**src/rtl/spi_eng_pkg.sv**
```systemverilog
package spi_eng_pkg;

  typedef enum logic [1:0] {
    REG_CTRL = 2'd0,
    REG_BAUD = 2'd1,
    REG_DATA = 2'd2,
    REG_STAT = 2'd3
  } reg_sel_e;

  localparam int ST_DONE = 0;
  localparam int ST_OVR  = 1;
  localparam int ST_TXF  = 2;

  // system clocks per serial half period; divider field below 1 clamps to 1
  function automatic int unsigned half_len(input int unsigned baud);
    return (baud < 2) ? 2 : baud + 1;
  endfunction

  // bits per character from the length field
  function automatic int unsigned char_bits(input int unsigned len_field);
    return len_field + 1;
  endfunction

endpackage

```
**src/rtl/spi_half_tick.sv**
```systemverilog
module spi_half_tick
  import spi_eng_pkg::*;
#(
  parameter int BAUD_W = 8
) (
  input  logic              clk,
  input  logic              rst_n,
  input  logic              restart_i,
  input  logic [BAUD_W-1:0] baud_i,
  output logic              tick_o
);
  localparam int CW = BAUD_W + 1;

  logic [CW-1:0] cnt_q;
  logic [CW-1:0] limit;

  assign limit  = CW'(half_len(32'(baud_i)) - 32'd1);
  assign tick_o = !restart_i && (cnt_q >= limit);

  always_ff @(posedge clk or negedge rst_n) begin
    if (!rst_n)                     cnt_q <= '0;
    else if (restart_i || tick_o)   cnt_q <= '0;
    else                            cnt_q <= cnt_q + 1'b1;
  end


  tick_gap_chk: assert property (@(posedge clk) disable iff (!rst_n)
    tick_o |=> !tick_o);

endmodule

```
**src/rtl/spi_shift_core.sv**
```systemverilog
module spi_shift_core
  import spi_eng_pkg::*;
#(
  parameter int DATA_W = 16,
  parameter int LEN_W  = 4
) (
  input  logic              clk,
  input  logic              rst_n,
  input  logic              run_i,
  input  logic              tick_i,
  input  logic              start_i,
  input  logic              cpha_i,
  input  logic [LEN_W-1:0]  len_i,
  input  logic [DATA_W-1:0] tx_word_i,
  input  logic              miso_i,
  output logic              busy_o,
  output logic              sclk_lvl_o,
  output logic              cs_n_o,
  output logic              mosi_o,
  output logic              done_o,
  output logic [DATA_W-1:0] rx_capt_o
);
  localparam int NB_W  = LEN_W + 1;
  localparam int CNT_W = LEN_W + 2;

  logic [CNT_W-1:0]  edge_q;
  logic [NB_W-1:0]   samp_q;
  logic [DATA_W-1:0] tx_sh, rx_sh;
  logic [NB_W-1:0]   n_bits;
  logic [CNT_W-1:0]  n_edges;
  logic step, last_tick, lead_edge, samp_edge;

  assign n_bits    = NB_W'(char_bits(32'(len_i)));
  assign n_edges   = {n_bits, 1'b0};
  assign step      = busy_o && tick_i && (edge_q != n_edges);
  assign last_tick = busy_o && tick_i && (edge_q == n_edges);
  assign lead_edge = ~edge_q[0];
  assign samp_edge = cpha_i ? ~lead_edge : lead_edge;
  assign done_o    = step && samp_edge && (samp_q == n_bits - 1'b1);
  assign rx_capt_o = {rx_sh[DATA_W-2:0], miso_i};
  assign mosi_o    = tx_sh[DATA_W-1];

  always_ff @(posedge clk or negedge rst_n) begin
    if (!rst_n) begin
      busy_o     <= 1'b0;
      cs_n_o     <= 1'b1;
      sclk_lvl_o <= 1'b0;
      edge_q     <= '0;
      samp_q     <= '0;
      tx_sh      <= '0;
      rx_sh      <= '0;
    end else if (!run_i) begin
      busy_o     <= 1'b0;
      cs_n_o     <= 1'b1;
      sclk_lvl_o <= 1'b0;
    end else if (start_i) begin
      busy_o     <= 1'b1;
      cs_n_o     <= 1'b0;
      sclk_lvl_o <= 1'b0;
      edge_q     <= '0;
      samp_q     <= '0;
      tx_sh      <= tx_word_i;
      rx_sh      <= '0;
    end else if (last_tick) begin
      busy_o <= 1'b0;
      cs_n_o <= 1'b1;
    end else if (step) begin
      edge_q     <= edge_q + 1'b1;
      sclk_lvl_o <= ~sclk_lvl_o;
      if (samp_edge) begin
        rx_sh  <= rx_capt_o;
        samp_q <= samp_q + 1'b1;
      end else if (samp_q != '0 && samp_q != n_bits) begin
        tx_sh <= tx_sh << 1;
      end
    end
  end


  cs_on_edge_chk: assert property (@(posedge clk) disable iff (!rst_n)
    step |-> !cs_n_o);


  all_bits_chk: assert property (@(posedge clk) disable iff (!rst_n)
    last_tick |-> (samp_q == n_bits));

endmodule

```
**src/rtl/spi_master_engine.sv**
```systemverilog
module spi_master_engine
  import spi_eng_pkg::*;
#(
  parameter int DATA_W = 16,
  parameter int BAUD_W = 8
) (
  input  logic              clk,
  input  logic              rst_n,
  input  logic              wr_en,
  input  logic [1:0]        addr,
  input  logic [DATA_W-1:0] wr_data,
  input  logic              rd_en,
  output logic [DATA_W-1:0] rd_data,
  output logic              sclk_o,
  output logic              cs_n_o,
  output logic              mosi_o,
  input  logic              miso_i
);
  localparam int LEN_W  = $clog2(DATA_W);
  localparam int B_CPHA = LEN_W;
  localparam int B_CPOL = LEN_W + 1;
  localparam int B_LOOP = LEN_W + 2;
  localparam int B_RSV  = LEN_W + 3;
  localparam int B_RUN  = LEN_W + 4;

  logic             ctrl_run, ctrl_loop, ctrl_cpol, ctrl_cpha;
  logic [LEN_W-1:0] ctrl_len;
  logic [BAUD_W-1:0] baud_q;
  logic [DATA_W-1:0] tx_buf, rx_reg;
  logic int_flag, ovr_flag, tx_full;
  logic parked, park_half;

  logic wr_ctrl, wr_baud, wr_dat, rd_clr;
  logic tick, start, restart;
  logic core_busy, core_sclk, core_cs_n, core_mosi, char_done, miso_eff;
  logic [DATA_W-1:0] rx_capt;

  assign wr_ctrl = wr_en && (addr == REG_CTRL);
  assign wr_baud = wr_en && (addr == REG_BAUD);
  assign wr_dat  = wr_en && (addr == REG_DATA) && ctrl_run;
  assign rd_clr  = rd_en && (addr == REG_DATA);

  assign start    = ctrl_run && !parked && !core_busy && tx_full;
  assign restart  = !ctrl_run || start;
  assign miso_eff = ctrl_loop ? core_mosi : miso_i;

  // configuration survives the soft reset
  always_ff @(posedge clk or negedge rst_n) begin
    if (!rst_n) begin
      ctrl_run  <= 1'b0;
      ctrl_loop <= 1'b0;
      ctrl_cpol <= 1'b0;
      ctrl_cpha <= 1'b0;
      ctrl_len  <= '0;
      baud_q    <= '0;
    end else begin
      if (wr_ctrl) begin
        ctrl_len  <= wr_data[LEN_W-1:0];
        ctrl_cpha <= wr_data[B_CPHA];
        ctrl_cpol <= wr_data[B_CPOL];
        ctrl_loop <= wr_data[B_LOOP];
        ctrl_run  <= wr_data[B_RUN];
      end
      if (wr_baud) baud_q <= wr_data[BAUD_W-1:0];
    end
  end

  // operating flags, held clear while not running
  always_ff @(posedge clk or negedge rst_n) begin
    if (!rst_n) begin
      int_flag <= 1'b0;
      ovr_flag <= 1'b0;
      tx_full  <= 1'b0;
      tx_buf   <= '0;
      rx_reg   <= '0;
    end else if (!ctrl_run) begin
      int_flag <= 1'b0;
      ovr_flag <= 1'b0;
      tx_full  <= 1'b0;
    end else begin
      if (wr_dat) begin
        tx_buf  <= wr_data;
        tx_full <= 1'b1;
      end else if (start) begin
        tx_full <= 1'b0;
      end
      if (char_done) begin
        rx_reg   <= rx_capt;
        int_flag <= 1'b1;
        if (int_flag && !rd_clr) ovr_flag <= 1'b1;
      end else if (rd_clr) begin
        int_flag <= 1'b0;
      end
    end
  end

  // serial clock held low for two half periods after release
  always_ff @(posedge clk or negedge rst_n) begin
    if (!rst_n) begin
      parked    <= 1'b1;
      park_half <= 1'b0;
    end else if (!ctrl_run) begin
      parked    <= 1'b1;
      park_half <= 1'b0;
    end else if (parked && tick) begin
      if (park_half) parked <= 1'b0;
      park_half <= ~park_half;
    end
  end

  spi_half_tick #(.BAUD_W(BAUD_W)) u_tick (
    .clk       (clk),
    .rst_n     (rst_n),
    .restart_i (restart),
    .baud_i    (baud_q),
    .tick_o    (tick)
  );

  spi_shift_core #(.DATA_W(DATA_W), .LEN_W(LEN_W)) u_core (
    .clk        (clk),
    .rst_n      (rst_n),
    .run_i      (ctrl_run),
    .tick_i     (tick),
    .start_i    (start),
    .cpha_i     (ctrl_cpha),
    .len_i      (ctrl_len),
    .tx_word_i  (tx_buf),
    .miso_i     (miso_eff),
    .busy_o     (core_busy),
    .sclk_lvl_o (core_sclk),
    .cs_n_o     (core_cs_n),
    .mosi_o     (core_mosi),
    .done_o     (char_done),
    .rx_capt_o  (rx_capt)
  );

  assign sclk_o = (ctrl_run && !parked) ? (ctrl_cpol ^ core_sclk) : 1'b0;
  assign cs_n_o = core_cs_n | !ctrl_run;
  assign mosi_o = core_mosi;

  always_comb begin
    rd_data = '0;
    unique case (addr)
      REG_CTRL: begin
        rd_data[LEN_W-1:0] = ctrl_len;
        rd_data[B_CPHA]    = ctrl_cpha;
        rd_data[B_CPOL]    = ctrl_cpol;
        rd_data[B_LOOP]    = ctrl_loop;
        rd_data[B_RSV]     = 1'b0;
        rd_data[B_RUN]     = ctrl_run;
      end
      REG_BAUD: rd_data[BAUD_W-1:0] = baud_q;
      REG_DATA: rd_data = rx_reg;
      REG_STAT: begin
        rd_data[ST_DONE] = int_flag;
        rd_data[ST_OVR]  = ovr_flag;
        rd_data[ST_TXF]  = tx_full;
      end
      default: rd_data = '0;
    endcase
  end


  flags_clear_chk: assert property (@(posedge clk) disable iff (!rst_n)
    !ctrl_run |=> (!int_flag && !ovr_flag && !tx_full));


  sclk_park_chk: assert property (@(posedge clk) disable iff (!rst_n)
    $rose(ctrl_run) |-> (sclk_o == 1'b0) && parked);


  ovr_needs_int_chk: assert property (@(posedge clk) disable iff (!rst_n)
    $rose(ovr_flag) |-> $past(int_flag));


  cs_active_chk: assert property (@(posedge clk) disable iff (!rst_n)
    (ctrl_run && !parked && (sclk_o != ctrl_cpol)) |-> !cs_n_o);

endmodule

```
**config.mk**
```make
export PLATFORM = sky130hd
export DESIGN_NAME = spi_master_engine
export DESIGN_NICKNAME = d
export VERILOG_FILES = /design/src/rtl/spi_eng_pkg.sv /design/src/rtl/spi_half_tick.sv /design/src/rtl/spi_shift_core.sv /design/src/rtl/spi_master_engine.sv
export SDC_FILE = /design/constraint.sdc
export NUM_CORES = 1
export LEC_CHECK = 0
export BUFFER_PORTS_ARGS = -buffer_cell sky130_fd_sc_hd__buf_2
export CELL_PAD_IN_SITES_DETAIL_PLACEMENT = 0
export CELL_PAD_IN_SITES_GLOBAL_PLACEMENT = 1
export CORE_ASPECT_RATIO = 0.6
export CORE_MARGIN = 10
export CORE_UTILIZATION = 40
export DETAILED_ROUTE_END_ITERATION = 16
export GPL_TIMING_DRIVEN = 0
export MAX_ROUTING_LAYER = met4
export PLACE_DENSITY_LB_ADDON = 0.05
export SETUP_SLACK_MARGIN = 0.1
export SLEW_MARGIN = 10
export SYNTH_ARGS = -nofsm -noshare
export SYNTH_HDL_FRONTEND = slang
export SYNTH_SLANG_ARGS = --single-unit
```
**constraint.sdc**
```tcl
create_clock -name clk -period 5.9 [get_ports clk]
set_input_delay 0.59 -clock clk [delete_from_list [all_inputs] [get_ports clk]]
set_output_delay 0.59 -clock clk [all_outputs]
set_load 0.01 [all_outputs]
```
# Word-level counts from Yosys, hierarchy flattened
# Cells that the tools add are included.
dict set report word_totals {
  word_cells 139
  ff_bits 107
  output_inout_bits 19
  input_bits 23
}
dict set report op_classes {
  n_bitwise 5
  n_lt_le_gt_ge 2
  eq_ne 18
  add_sub_neg 7
  mux 49
  reduce_logical 37
}
# operator count
set op_table {}
lappend op_table {{16-bit 2-to-1 mux} 5}
lappend op_table {{15-bit 2-to-1 mux} 4}
lappend op_table {{1-bit 2-to-1 mux} 27}
lappend op_table {{5-bit 2-to-1 mux} 4}
lappend op_table {{6-bit 2-to-1 mux} 3}
lappend op_table {{9-bit 2-to-1 mux} 2}
lappend op_table {{1-bit logical AND} 17}
lappend op_table {{5-bit case mux with 3 select lines} 1}
lappend op_table {{3-bit by 1-bit inequality test with 1-bit output (second input constant)} 4}
lappend op_table {{3-bit case mux with 4 select lines} 1}
lappend op_table {{2-bit AND reduction} 5}
lappend op_table {{8-bit by 1-bit adder with 9-bit output (second input constant)} 1}
lappend op_table {{9-bit by 1-bit adder with 9-bit output (second input constant)} 1}
lappend op_table {{9-bit >= comparator} 1}
lappend op_table {{9-bit by 1-bit subtractor with 9-bit output (second input constant)} 1}
lappend op_table {{8-bit by 2-bit < comparator with 1-bit output (second input constant)} 1}
lappend op_table {{2-bit by 1-bit inequality test with 1-bit output (second input constant)} 4}
lappend op_table {{7-bit 2-to-1 mux} 1}
lappend op_table {{6-bit by 1-bit adder with 6-bit output (second input constant)} 1}
lappend op_table {{6-bit equality test} 1}
lappend op_table {{6-bit inequality test} 1}
lappend op_table {{2-bit nonzero test} 3}
lappend op_table {{4-bit by 1-bit adder with 5-bit output (second input constant)} 1}
lappend op_table {{5-bit by 1-bit adder with 5-bit output (second input constant)} 1}
lappend op_table {{other kinds (18)} 27}

# Longest topological paths before layout
# Gate-level depths: netlist of run 1.
dict set report logic_depth {
  ltp_word 13
  mapped_depth 18
  depth_no_buf 14
}

# Hierarchy
# From an unflattened synthesis of run 1, not the netlist that was laid out.
dict set report hier_totals {
  hier_cells 475
  hier_area_um2 5766.8
}
# module area_per_inst_um2 instances cells_per_inst
set by_module_without_submodules {}
lappend by_module_without_submodules {spi_shift_core 2449.8 1 210}
lappend by_module_without_submodules {spi_master_engine 2354.8 1 154}
lappend by_module_without_submodules {spi_half_tick 962.2 1 111}

# Worst setup path before layout of run 1
# OpenSTA, ideal clock, no wires.
dict set report synth_path {
  path_kind {register to register}
  startpoint {register baud_q[6]}
  endpoint {register rx_reg[10]}
  arrival_time_ns 4.077
  setup_slack_ns 1.698
  t_required_ns 5.775
  stages_incl_launch_ff 18
  period_less_slack_ns 4.202
  setup_ns 0.125
  cell_sequence {dfrtp_1 > clkbuf_1 > or4_1 > nor4_2 > or2_2 > ha_1 > o211a_1 > mux2_2 > a31oi_1 > ha_1 > nand4_1 > or3_1 > o211ai_2 > o211a_1 > buf_6 > nand3_4 > buf_6 > mux2_4}
}
dict set report synth_via {
  elab_chain_len 10
}
# element line
set synth_rtl {}
lappend synth_rtl {{start: declaration} spi_master_engine.sv:28} ;# logic [BAUD_W-1:0] baud_q;
lappend synth_rtl {{start signal: assignment} spi_master_engine.sv:64} ;# if (wr_baud) baud_q <= wr_data[BAUD_W-1:0];
lappend synth_rtl {{8-bit by 1-bit adder with 9-bit output or 8-bit by 2-bit < comparator with 1-bit output (tied branches)} spi_eng_pkg.sv:16} ;# return (baud < 2) ? 2 : baud + 1;
lappend synth_rtl {{9-bit 2-to-1 mux (*)} spi_eng_pkg.sv:16}
lappend synth_rtl {{9-bit by 1-bit subtractor with 9-bit output (*)} spi_half_tick.sv:17} ;# assign limit = CW'(half_len(32'(baud_i)) - 32'd1);
lappend synth_rtl {{9-bit >= comparator (*)} spi_half_tick.sv:18} ;# assign tick_o = !restart_i && (cnt_q >= limit);
lappend synth_rtl {{1-bit logical AND (*)} spi_half_tick.sv:18}
lappend synth_rtl {{1-bit logical AND (*) (2 in a row)} spi_shift_core.sv:35} ;# assign step = busy_o && tick_i && (edge_q != n_edges);
lappend synth_rtl {{1-bit logical AND (*) (2 in a row)} spi_shift_core.sv:39} ;# assign done_o = step && samp_edge && (samp_q == n_bits - 1'b1);
lappend synth_rtl {{2-bit AND reduction (no line) (*)} n/a}
lappend synth_rtl {{end signal: assignment} spi_master_engine.sv:88} ;# rx_reg <= rx_capt;
lappend synth_rtl {{end: declaration} spi_master_engine.sv:29} ;# logic [DATA_W-1:0] tx_buf, rx_reg;
# Every way passes the cells marked *; elsewhere a longest branch is shown, timed or not.
# A chain may end at the register's enable or synchronous reset.

# Final worst setup path of run 1
dict set report layout_path {
  startpoint {register baud_q[6]}
  endpoint {register rx_reg[13]}
}
# Same word-level chain as after synthesis.

==> results of run 1 <==
layout make-up:
cell class,instances,share of cell area
tap,192,0.0365
inverter,16,0.00912
clock inverter,7,0.0171
multi-input combinational,374,0.435
buffer,30,0.0247
sequential,107,0.407
clock buffer,9,0.0342
timing repair buffer,42,0.0363
how the worst max path moves through the flow:
stage / startpoint / endpoint / slack (ns)
after global placement: baud_q[6] / rx_reg[10] / 1.01
after floorplan: baud_q[6] / rx_reg[10] / 1.70
after global routing: baud_q[6] / rx_reg[13] / 0.51
final: baud_q[6] / rx_reg[13] / 0.91
after CTS: baud_q[6] / rx_reg[12] / 0.88
after detailed placement: baud_q[6] / rx_reg[11] / 0.90
synthesized netlist by cell type, types with 5 or more instances:
master | n | area (um^2)
inv_1 | 16 | 60.1
o211ai_2 | 10 | 125
mux2i_1 | 18 | 180
and2_1 | 13 | 81.3
mux2_4 | 8 | 120
ha_1 | 16 | 200
xor2_1 | 6 | 52.6
nor2_1 | 31 | 116
nand2_1 | 67 | 251
dfrtp_1 | 105 | 2630
xnor2_1 | 21 | 184
nor2b_1 | 6 | 37.5
clkbuf_1 | 21 | 78.8
a21oi_1 | 8 | 40.0
nand3_1 | 31 | 155
o211ai_1 | 9 | 67.6
o21ai_0 | 13 | 65.1
and3_1 | 5 | 31.3
mux2_2 | 51 | 574
logic make-up after synthesis:
group                    after synthesis  synth area share
AO/OA/AOI/OAI                         65            0.0903
XOR/XNOR                              29            0.0488
adder cells (fa/ha/maj)               16            0.0347
buffers and inverters                 46            0.0386
flip-flops                           107             0.465
multiplexers                          80             0.164
AND/OR/NAND/NOR                      184             0.158
per-layer routing:
| metal | share of wire | wire length [um] |
|---|---|---|
| met1 | 0.55 | 7980 |
| met5 | 0 | 0 |
| met4 | 0.0081 | 117 |
| met3 | 0.031 | 451 |
| met2 | 0.41 | 5870 |
stage by stage:
step / power, W / cell area [um^2] / worst slack [ns]
2_1_floorplan: 0.00111 / 5760 / 1.70
3_3_place_gp: 0.00121 / 6210 / 1.01
3_5_place_dp: 0.00123 / 6240 / 0.903
4_1_cts: 0.00191 / 6580 / 0.881
5_1_grt: 0.00199 / 6590 / 0.515
6_report: 0.00189 / 6590 / 0.914
power breakdown:
group	internal, W	switching [W]
combinational	0.000170	0.000188
clock	0.000352	0.000330
sequential	0.000800	0.0000549
worst register-to-register path: cells and delay by family, from the launching register on:
kind | cells | cell delay [ns]
fa+ha+maj | 2 | 0.39
flops | 1 | 0.37
simple gates | 6 | 2.19
compound gates | 3 | 0.65
buf+inv | 3 | 0.63
mux | 2 | 0.65
cells in the final DEF, fill, tap and decap left out, types with 8 or more instances in the layout:
cell type / n
clkbuf_1: 21
nor2_1: 31
mux2_4: 8
dfrtp_1: 105
mux2i_1: 18
nand3_1: 31
mux2_2: 51
nand2_1: 67
o211ai_2: 10
and2_1: 13
ha_1: 16
xnor2_1: 21
o211ai_1: 9
a21oi_1: 8
clkbuf_16: 9
inv_1: 16
o21ai_0: 13
buf_2: 42
==> summary.txt, run 1 <==
Status
  – Status: complete, no violations

Final layout
  – Finished Core Util: 0.475
  – Register Area: 2680 um^2
  – Antenna Cells: 0
  – Layout cells sized above 1: 0.258
  – Multi-input logic area: 2870 um^2
  – Area delta synth->final: 14.3%
  – Filler cells: 1309
  – # nets final: 619
  – Non-filler cells, final: 777

Worst setup path
  – Max incr delay on CP: 0.69 ns
  – WP buf/inv: 3
  – Startpoint types: flip-flop
  – Max stage delay cell, worst path: nor3b_1
  – Worst-path fanout max: 10
  – Top delay family on crit path: simple AND/OR/NAND/NOR gates
  – Stages on the worst setup path: 16
  – Critical path data required time: 6.14 ns
  – Arrival time of data at the critical path endpoint: 5.23 ns
  – Worst-path cell chain: clkbuf_1, or4_1, nor4_2, or2_2, ha_1, o211a_1, mux2_2, a31oi_1, ha_1, nand4_1, nor3b_1, o211a_1, buf_6, nand3_4, buf_6, mux2_4
  – R2R Path End: rx_reg[13]
  – Flop-to-flop setup slack: 0.91 ns
  – CP Capture Type: flip-flop
  – R2R depth: 16
  – Crit Path Class: flip-flop to flip-flop
  – R2r startpoint: baud_q[6]

GRT
  – Largest net degree at the start of global routing: between 60 and 70
  – Total congestion overflow: 0
  – GRT Util Overall: 0.155
  – Routing usage on met2: 0.209
  – First-pass GRT wire length: 23700 um
  – Grt met1 use: 0.232
  – Vias in the first global route: 4197
  – Initial antenna violation count: 0
  – Global Route met3 Usage: 0.0289
  – Global route hottest layer: met1

Min path
  – Min-Delay Path Class: input port to asynchronous set/reset pin

STA
  – Slew Limit Fails: 0
  – Relative slew margins: 0.445
  – # setup viols final: 0
  – Skew final: 0.0149 ns
  – FMAX: 201 MHz
  – Period utilization: 0.845
  – Hold WS: approximately 0.15 ns
  – Hold Vio Cnt, Final: 0
  – Slew @ Worst Pin: around 0.83 ns
  – Fin crit period: roughly 5 ns
  – RSZ-0062 raised after global routing: false
  – Setup TNS: 0 ns

Yosys
  – Synth Flop Type: dfrtp_1
  – Synthesis-stage register bit count: 107
  – Ys Warns: 0
  – Syn Nets: 566
  – Yosys cell types: 61
  – Synthesized cell area: just under 6000 um^2
  – Seq/Total Area, Yosys: 0.465
  – Post-synth EDFFs: 0
  – Cells after synthesis: 527
  – Post-synth ARST share: 1.00
  – Syn_area_per_cell: 10.9 um^2

Floorplan
  – Die area: 19800 um^2
  – Die Height: 113 um
  – Die width: about 170 um
  – Io pins: 42
  – Core area: 13900 um^2
  – # rows: 33
  – Starting Density: 0.415

Placement
  – Detailed placement HPWL: 10800 um
  – # placed instances: 761
  – PortBufs: just over 40
  – Final Wtd Congestion: 0.818

Clock network
  – CTS Buffer Depth: 2
  – Inserted Clock Buffers: 9
  – Clock sink count: 107
  – CTS tree: yes
  – CTS Root Cell: clkbuf_16
  – Post-CTS Resized: 0
  – Reg clk slew, reported paths: 0.09 ns
  – Setup bufs post-CTS: 0
  – Worst-Skew Late Latency: around 0.36 ns
  – CTS Hold Bufs: 0
  – H-tree depth: 3

Power and ir drop
  – Leakage power: 3.13 nW
  – VDD IR max: 166 uV
  – Power Density: between 200 and 300 nW/um^2

Routing
  – Via count: 4110
  – DR iter-0 viols: 291
  – Antenna Nets Post-Route: 0
  – Final wirelength: 14400 um
  – Post-DR wirelength/cell: 18.5 um
  – DRC errors left: 0
  – Vias per cell: 5.29
  – Pre-antenna DRT Iters: 5

Run
  – Number of max-cap violations: 0
Power figures use the tool's default switching activity.
==> run 2: changes to the inputs <==
==> constraint.sdc (replaced) <==
create_clock -name clk -period 4.8 [get_ports clk]
set_input_delay 0.48 -clock clk [delete_from_list [all_inputs] [get_ports clk]]
set_output_delay 0.48 -clock clk [all_outputs]
set_load 0.01 [all_outputs]
==> summary.txt, run 2 (synthesis gave the netlist of run 1 again) <==
Final layout
  – Most frequent cells in the layout: dfrtp_1, nand2_1, mux2_2, buf_2
  – Antenna Cells: 0 (unchanged)
  – Commonest non-fill, non-tap cell in the layout: dfrtp_1
  – Finished Core Util: 0.484 (+0.00920)
  – Fin area: 6710 um^2 (+1.9%)
  – # nets final: 625 (+0.97%)
  – Area delta synth->final: 16.5%
  – Filler cells: 1293 (-1.2%)
  – Layout cells sized above 1: 0.283 (+0.0245)

Worst setup path
  – Arrival time of data at the critical path endpoint: 4.69 ns (-0.54 ns)
  – Top delay family on crit path: simple AND/OR/NAND/NOR gates
  – Startpoint types: flip-flop
  – Worst-path fanout max: 10 (unchanged)
  – CP Capture Type: flip-flop
  – Critical path data required time: 5.05 ns (-1.09 ns)
  – WP buf/inv: 2 (-1)
  – Crit Path Class: flip-flop to flip-flop
  – Max stage delay cell, worst path: or4_4
  – Max incr delay on CP: 0.54 ns (-0.15 ns)
  – Worst-path cell chain: or4_4, nor4_4, or2_4, ha_2, o211a_1, mux2_2, a31oi_1, ha_1, nand4_1, or3_4, o211ai_4, o211a_1, buf_6, nand2_2, buf_6, a31o_2

GRT
  – Initial antenna violation count: 0 (unchanged)
  – Total congestion overflow: 0 (unchanged)
  – GRT Util Overall: 0.156 (+0.00124)
  – First-pass GRT wire length: 23800 um (+0.79%)
  – Vias in the first global route: 4216 (+0.45%)
  – Largest net degree at the start of global routing: 64 (unchanged)

Routing
  – Via count: 4106 (-0.097%)
  – Post-DR wirelength/cell: 18.5 um (about the same)
  – DR iter-0 viols: 256 (-12%)
  – Vias per cell: 5.24 (-0.86%)
  – DRC errors left: 0 (unchanged)
  – Met3 WL: 700 um (+55%)
  – Uppermost routed layer: met4
  – Final wirelength: 14500 um (+0.76%)
  – Metal2 WL: 5890 um (+0.34%)
  – Post-Route M1 WL: 7830 um (-1.9%)
  – Pre-antenna DRT Iters: 4 (-1)
  – Antenna Nets Post-Route: 0 (unchanged)

STA
  – Fin crit period: 4.44 ns (-0.543 ns)
  – Relative slew margins: 0.458 (+0.0132)
  – Skew final: 0.0151 ns (+0.000126 ns)
  – # setup viols final: 0 (unchanged)
  – Period utilization: 0.926 (+0.0806)
  – FMAX: 225 MHz (+12%)
  – Hold WS: 0.0389 ns (-0.112 ns)
  – Slew @ Worst Pin: 0.807 ns (-0.0238 ns)
  – Slew Limit Fails: 0 (unchanged)
  – RSZ-0062 raised after global routing: false
  – Setup TNS: 0 ns (unchanged)
  – Hold Vio Cnt, Final: 0 (unchanged)

Power and ir drop
  – Seq pwr share: 0.451 (about the same)
  – Power Total: 0.00235 W (+24%)
  – Clock network fraction of total power: 0.357 (-0.003)
  – Net switching power: 0.000710 W (+24%)
  – VDD IR max: 204 uV (+23%)
  – Int Power: 0.00164 W (+24%)
  – Power Density: 350 nW/um^2 (+22%)
  – Leakage power: 3.19 nW (+2.2%)
  – Comb power frac: 0.192 (+0.003)
  – Sw Share: 0.303 (+0.000418)

Clock network
  – Inserted Clock Buffers: 9 (unchanged)
  – CTS Hold Bufs: 0 (unchanged)
  – Clock sink count: 107 (unchanged)
  – CTS tree: yes
  – H-tree depth: 3 (unchanged)
  – Worst-Skew Late Latency: 0.36 ns (about the same)
  – Reg clk slew, reported paths: 0.09 ns (about the same)
  – CTS Buffer Depth: 2 (unchanged)
  – CTS Root Cell: clkbuf_16

Floorplan
  – Die area: 19800 um^2 (unchanged)
  – Die width: 175 um (unchanged)
  – Starting Density: 0.415 (unchanged)
  – Io pins: 42 (unchanged)
  – Die Height: 113 um (unchanged)
  – # rows: 33 (unchanged)
  – Core area: 13900 um^2 (unchanged)

Placement
  – Final Wtd Congestion: 0.818 (unchanged)
  – Cell Area, Placed: 6240 um^2 (unchanged)
  – Detailed placement HPWL: 10800 um (unchanged)
  – PortBufs: 41 (unchanged)

Status
  – Status: complete, no violations

Min path
  – Min-Delay Path Class: input port to asynchronous set/reset pin

Run
  – Number of max-cap violations: 0 (unchanged)
-- run 2: cell count changes in the layout (fill, tap and decap cells not counted), moves of 2 or more --
cell	before	now
clkbuf_1	21	18
buf_4	0	7
dfrtp_1	105	103
dfrtp_2	0	2
-- run 2: cell type report --
type / instances / area (um^2) / share of cell area
Tap cell: 192 / 240 / 0.0358
Multi-Input combinational cell: 374 / 2900 / 0.432
Clock inverter: 7 / 113 / 0.0168
Buffer: 28 / 166 / 0.0248
Clock buffer: 9 / 225 / 0.0336
Inverter: 16 / 60.1 / 0.00895
Timing Repair Buffer: 50 / 324 / 0.0483
Sequential cell: 107 / 2680 / 0.400
-- run 2: stage by stage --
| stage | setup WS (ns) | std cells |
|---|---|---|
| floorplan | 0.598 | 527 |
| global placement | -0.0929 | 760 |
| detailed placement | -0.197 | 761 |
| CTS | 0.105 | 779 |
| global route | 0.107 | 783 |
| finish | 0.356 | 783 |
-- run 2: worst paths after layout --
kind                             startpoint          endpoint  slack, ns  cells past startpoint
worst max-delay path              baud_q[7]  u_core.samp_q[2]       0.36                     16
worst min-delay path                  rst_n         tx_buf[1]       0.04                      1
worst max register to register    baud_q[7]  u_core.samp_q[2]       0.36                     16
worst min register to register   tx_buf[10]  u_core.tx_sh[10]       0.49                      2
max in group asynchronous             rst_n  u_core.samp_q[2]       4.06                      2
min in group clk                wr_data[13]        tx_buf[13]       0.34                      2
-- run 2: power by group through the flow --
stage	clock [W]	combinational, W	sequential (W)
finish	0.000837	0.000452	0.00106
global route	0.000889	0.000508	0.00107
CTS	0.000855	0.000444	0.00106
detailed placement	0	0.000442	0.00107
global placement	0	0.000429	0.00106
floorplan	0	0.000324	0.00104
-- run 2: what timing repair did --
item                       4_1_cts  5_1_grt
setup endpoints to repair       58       58
buffers inserted                 2        5
pin swaps                        1        4
cloned                           1        0
resized for setup                6        9
-- run 2: routing by layer --
| metal | GRT usage | vias to the layer above |
|---|---|---|
| met5 | - | - |
| met4 | 0.0304 | 0 |
| met3 | 0.0289 | 11 |
| met2 | 0.211 | 74 |
| met1 | 0.234 | 2048 |
| li1 | - | 1973 |
==> run 3: changes to the inputs <==
--- a/config.mk
+++ b/config.mk
@@ -5,7 +5,7 @@
 export SDC_FILE = /design/constraint.sdc
 export NUM_CORES = 1
 export LEC_CHECK = 0
-export BUFFER_PORTS_ARGS = -buffer_cell sky130_fd_sc_hd__buf_2
+export BUFFER_PORTS_ARGS = -buffer_cell sky130_fd_sc_hd__buf_4
 export CELL_PAD_IN_SITES_DETAIL_PLACEMENT = 0
 export CELL_PAD_IN_SITES_GLOBAL_PLACEMENT = 1
 export CORE_ASPECT_RATIO = 0.6
==> summary.txt, run 3 (synthesis gave the netlist of run 1 again) <==
Status
  – Status: complete, no violations

Clock network
  – H-tree depth: 3 (unchanged)
  – Clock sink count: 107 (unchanged)
  – CTS Buffer Depth: 2 (unchanged)
  – Worst-Skew Late Latency: 0.36 ns (about the same)
  – Inserted Clock Buffers: 9 (unchanged)
  – Reg clk slew, reported paths: 0.08 ns (about the same)
  – CTS tree: yes
  – CTS Hold Bufs: 0 (unchanged)
  – CTS Root Cell: clkbuf_16

STA
  – Slew @ Worst Pin: 0.998 ns (+0.191 ns)
  – Final WS setup: 0.338 ns (-0.0184 ns)
  – Period utilization: 0.930 (+0.00383)
  – Hold Vio Cnt, Final: 0 (unchanged)
  – Relative slew margins: 0.335 (-0.124)
  – Fin crit period: 4.46 ns (+0.0184 ns)
  – Setup TNS: 0 ns (unchanged)
  – Skew final: 0.0129 ns (-0.00214 ns)
  – # setup viols final: 0 (unchanged)
  – Hold WS: 0.252 ns (+0.213 ns)
  – FMAX: 224 MHz (-0.41%)
  – Slew Limit Fails: 0 (unchanged)
  – RSZ-0062 raised after global routing: false

Routing
  – Post-DR wirelength/cell: 18.7 um (+0.79%)
  – DR iter-0 viols: 248 (-3.1%)
  – Via count: 4092 (-0.34%)
  – Met3 WL: 612 um (-13%)
  – Metal2 WL: 5750 um (-2.3%)
  – Uppermost routed layer: met4
  – DRC errors left: 0 (unchanged)
  – Antenna Nets Post-Route: 0 (unchanged)
  – Final wirelength: 14600 um (+0.54%)
  – Pre-antenna DRT Iters: 7 (+3)
  – Vias per cell: 5.24 (about the same)
  – Post-Route M1 WL: 8120 um (+3.8%)

Worst setup path
  – Worst-path cell chain: buf_2, or4_4, nor4_4, or2_4, ha_2, o211a_4, mux2_2, a31oi_2, ha_1, nand4_1, or3_4, o211ai_4, o211a_1, buf_6, nand3_4, buf_4, mux2_2
  – CP most frequent cell: mux2_2
  – Crit Path Class: flip-flop to flip-flop
  – Max stage delay cell, worst path: or4_4
  – Startpoint types: flip-flop
  – CP Capture Type: flip-flop
  – Arrival time of data at the critical path endpoint: 4.70 ns (about the same)
  – Top delay family on crit path: simple AND/OR/NAND/NOR gates
  – Flop-to-flop setup slack: 0.34 ns (-0.02 ns)
  – Worst-path fanout max: 8 (-2)
  – Max incr delay on CP: 0.56 ns (+0.02 ns)
  – WP buf/inv: 3 (+1)
  – Critical path data required time: 5.04 ns (about the same)

Floorplan
  – # rows: 33 (unchanged)
  – Core area: 13900 um^2 (unchanged)
  – Die area: 19800 um^2 (unchanged)
  – Die width: 175 um (unchanged)
  – Starting Density: 0.415 (unchanged)
  – Die Height: 113 um (unchanged)
  – Io pins: 42 (unchanged)

Power and ir drop
  – Sw Share: 0.301 (-0.00106)
  – Seq pwr share: 0.469 (+0.018)
  – Leakage power: 3.17 nW (-0.62%)
  – Clock network fraction of total power: 0.327 (-0.030)
  – Net switching power: 0.000678 W (-4.5%)
  – VDD IR max: 194 uV (-4.8%)
  – Comb power frac: 0.204 (+0.012)
  – Power Density: 333 nW/um^2 (-4.9%)
  – Int Power: 0.00157 W (-4.0%)

Final layout
  – # nets final: 623 (-0.32%)
  – Antenna Cells: 0 (unchanged)
  – Fin area: 6770 um^2 (+0.78%)
  – Area delta synth->final: 17.4%
  – Commonest non-fill, non-tap cell in the layout: dfrtp_1
  – Non-filler cells, final: 781 (-0.26%)
  – Most frequent cells in the layout: dfrtp_1, nand2_1, mux2_2, buf_4
  – Layout cells sized above 1: 0.280 (-0.00244)

GRT
  – Initial antenna violation count: 0 (unchanged)
  – GRT Util Overall: 0.154 (-0.00195)
  – Vias in the first global route: 4161 (-1.3%)
  – Largest net degree at the start of global routing: 108 (+69%)
  – First-pass GRT wire length: 23600 um (-0.99%)
  – Total congestion overflow: 0 (unchanged)

Run
  – Number of max-cap violations: 0 (unchanged)

Placement
  – Cell Area, Placed: 6310 um^2 (+1.2%)
  – PortBufs: 41 (unchanged)
  – Detailed placement HPWL: 10600 um (-1.5%)
  – Final Wtd Congestion: 0.824 (+0.66%)
  – Pre-CTS setup slack: -0.200 ns (-0.00265 ns)
  – # placed instances: 760 (-0.13%)

Min path
  – Min-Delay Path Class: input port to asynchronous set/reset pin
run 3: cell count changes in the layout (fill, tap and decap cells not counted), moves of 2 or more:
cell	change
buf_2	-40
buf_4	+37
clkinv_8	-2
clkinvlp_4	+2
dfrtp_1	+2
dfrtp_2	-2
inv_6	+2
run 3: final cells by class:
class,count,area [um^2]
Tap cell,192,240
Clock inverter,6,55.1
Fill cell,1288,7110
Timing Repair Buffer,47,394
Clock buffer,10,229
Inverter,16,60.1
Multi-Input combinational cell,374,2930
Sequential cell,107,2680
Buffer,29,180
run 3: power by group through the flow:
stage               clock [W]  sequential, W  combinational (W)
global placement            0        0.00106           0.000439
global route         0.000792        0.00107           0.000512
finish               0.000736        0.00106           0.000459
floorplan                   0        0.00104           0.000324
CTS                  0.000753        0.00105           0.000461
detailed placement          0        0.00107           0.000450
run 3: metal layers:
metal  vias up  track usage
met4         0       0.0276
met2        79        0.202
li1       1968            -
met1      2035        0.233
met5         -            -
met3        10       0.0365
run 3: worst register-to-register path, stage by stage, from the launching register on:
cell	delay (ns)
dfrtp_1	0.36
buf_2	0.18
or4_4	0.56
nor4_4	0.20
or2_4	0.18
ha_2	0.21
o211a_4	0.18
mux2_2	0.34
a31oi_2	0.19
ha_1	0.19
nand4_1	0.14
or3_4	0.43
o211ai_4	0.13
o211a_1	0.21
buf_6	0.15
nand3_4	0.15
buf_4	0.28
mux2_2	0.28
run 3: final timing paths:
| path | startpoint | to | cells past startpoint |
|---|---|---|---|
| setup / recovery | baud_q[6] | rx_reg[1] | 17 |
| hold / removal | rst_n | tx_buf[12] | 1 |
| setup reg to reg | baud_q[6] | rx_reg[1] | 17 |
| hold reg to reg | tx_buf[0] | u_core.tx_sh[0] | 2 |
| max in group asynchronous | rst_n | rx_reg[14] | 1 |
| min in group clk | wr_data[15] | tx_buf[15] | 2 |
run 3: through the flow:
step                       util  total power [W]
after floorplan               -          0.00137
after CTS                 0.482          0.00226
after detailed placement  0.455          0.00152
after global routing      0.488          0.00237
final                     0.488          0.00225
after global placement    0.455          0.00150
run 3: timing repair:
action | 4_1_cts | 5_1_grt
resized for setup | 8 | 13
buffers inserted | 3 | 1
pin swaps | 1 | 2
gates cloned | 1 | 1
endpoints found under the setup margin | 58 | 56
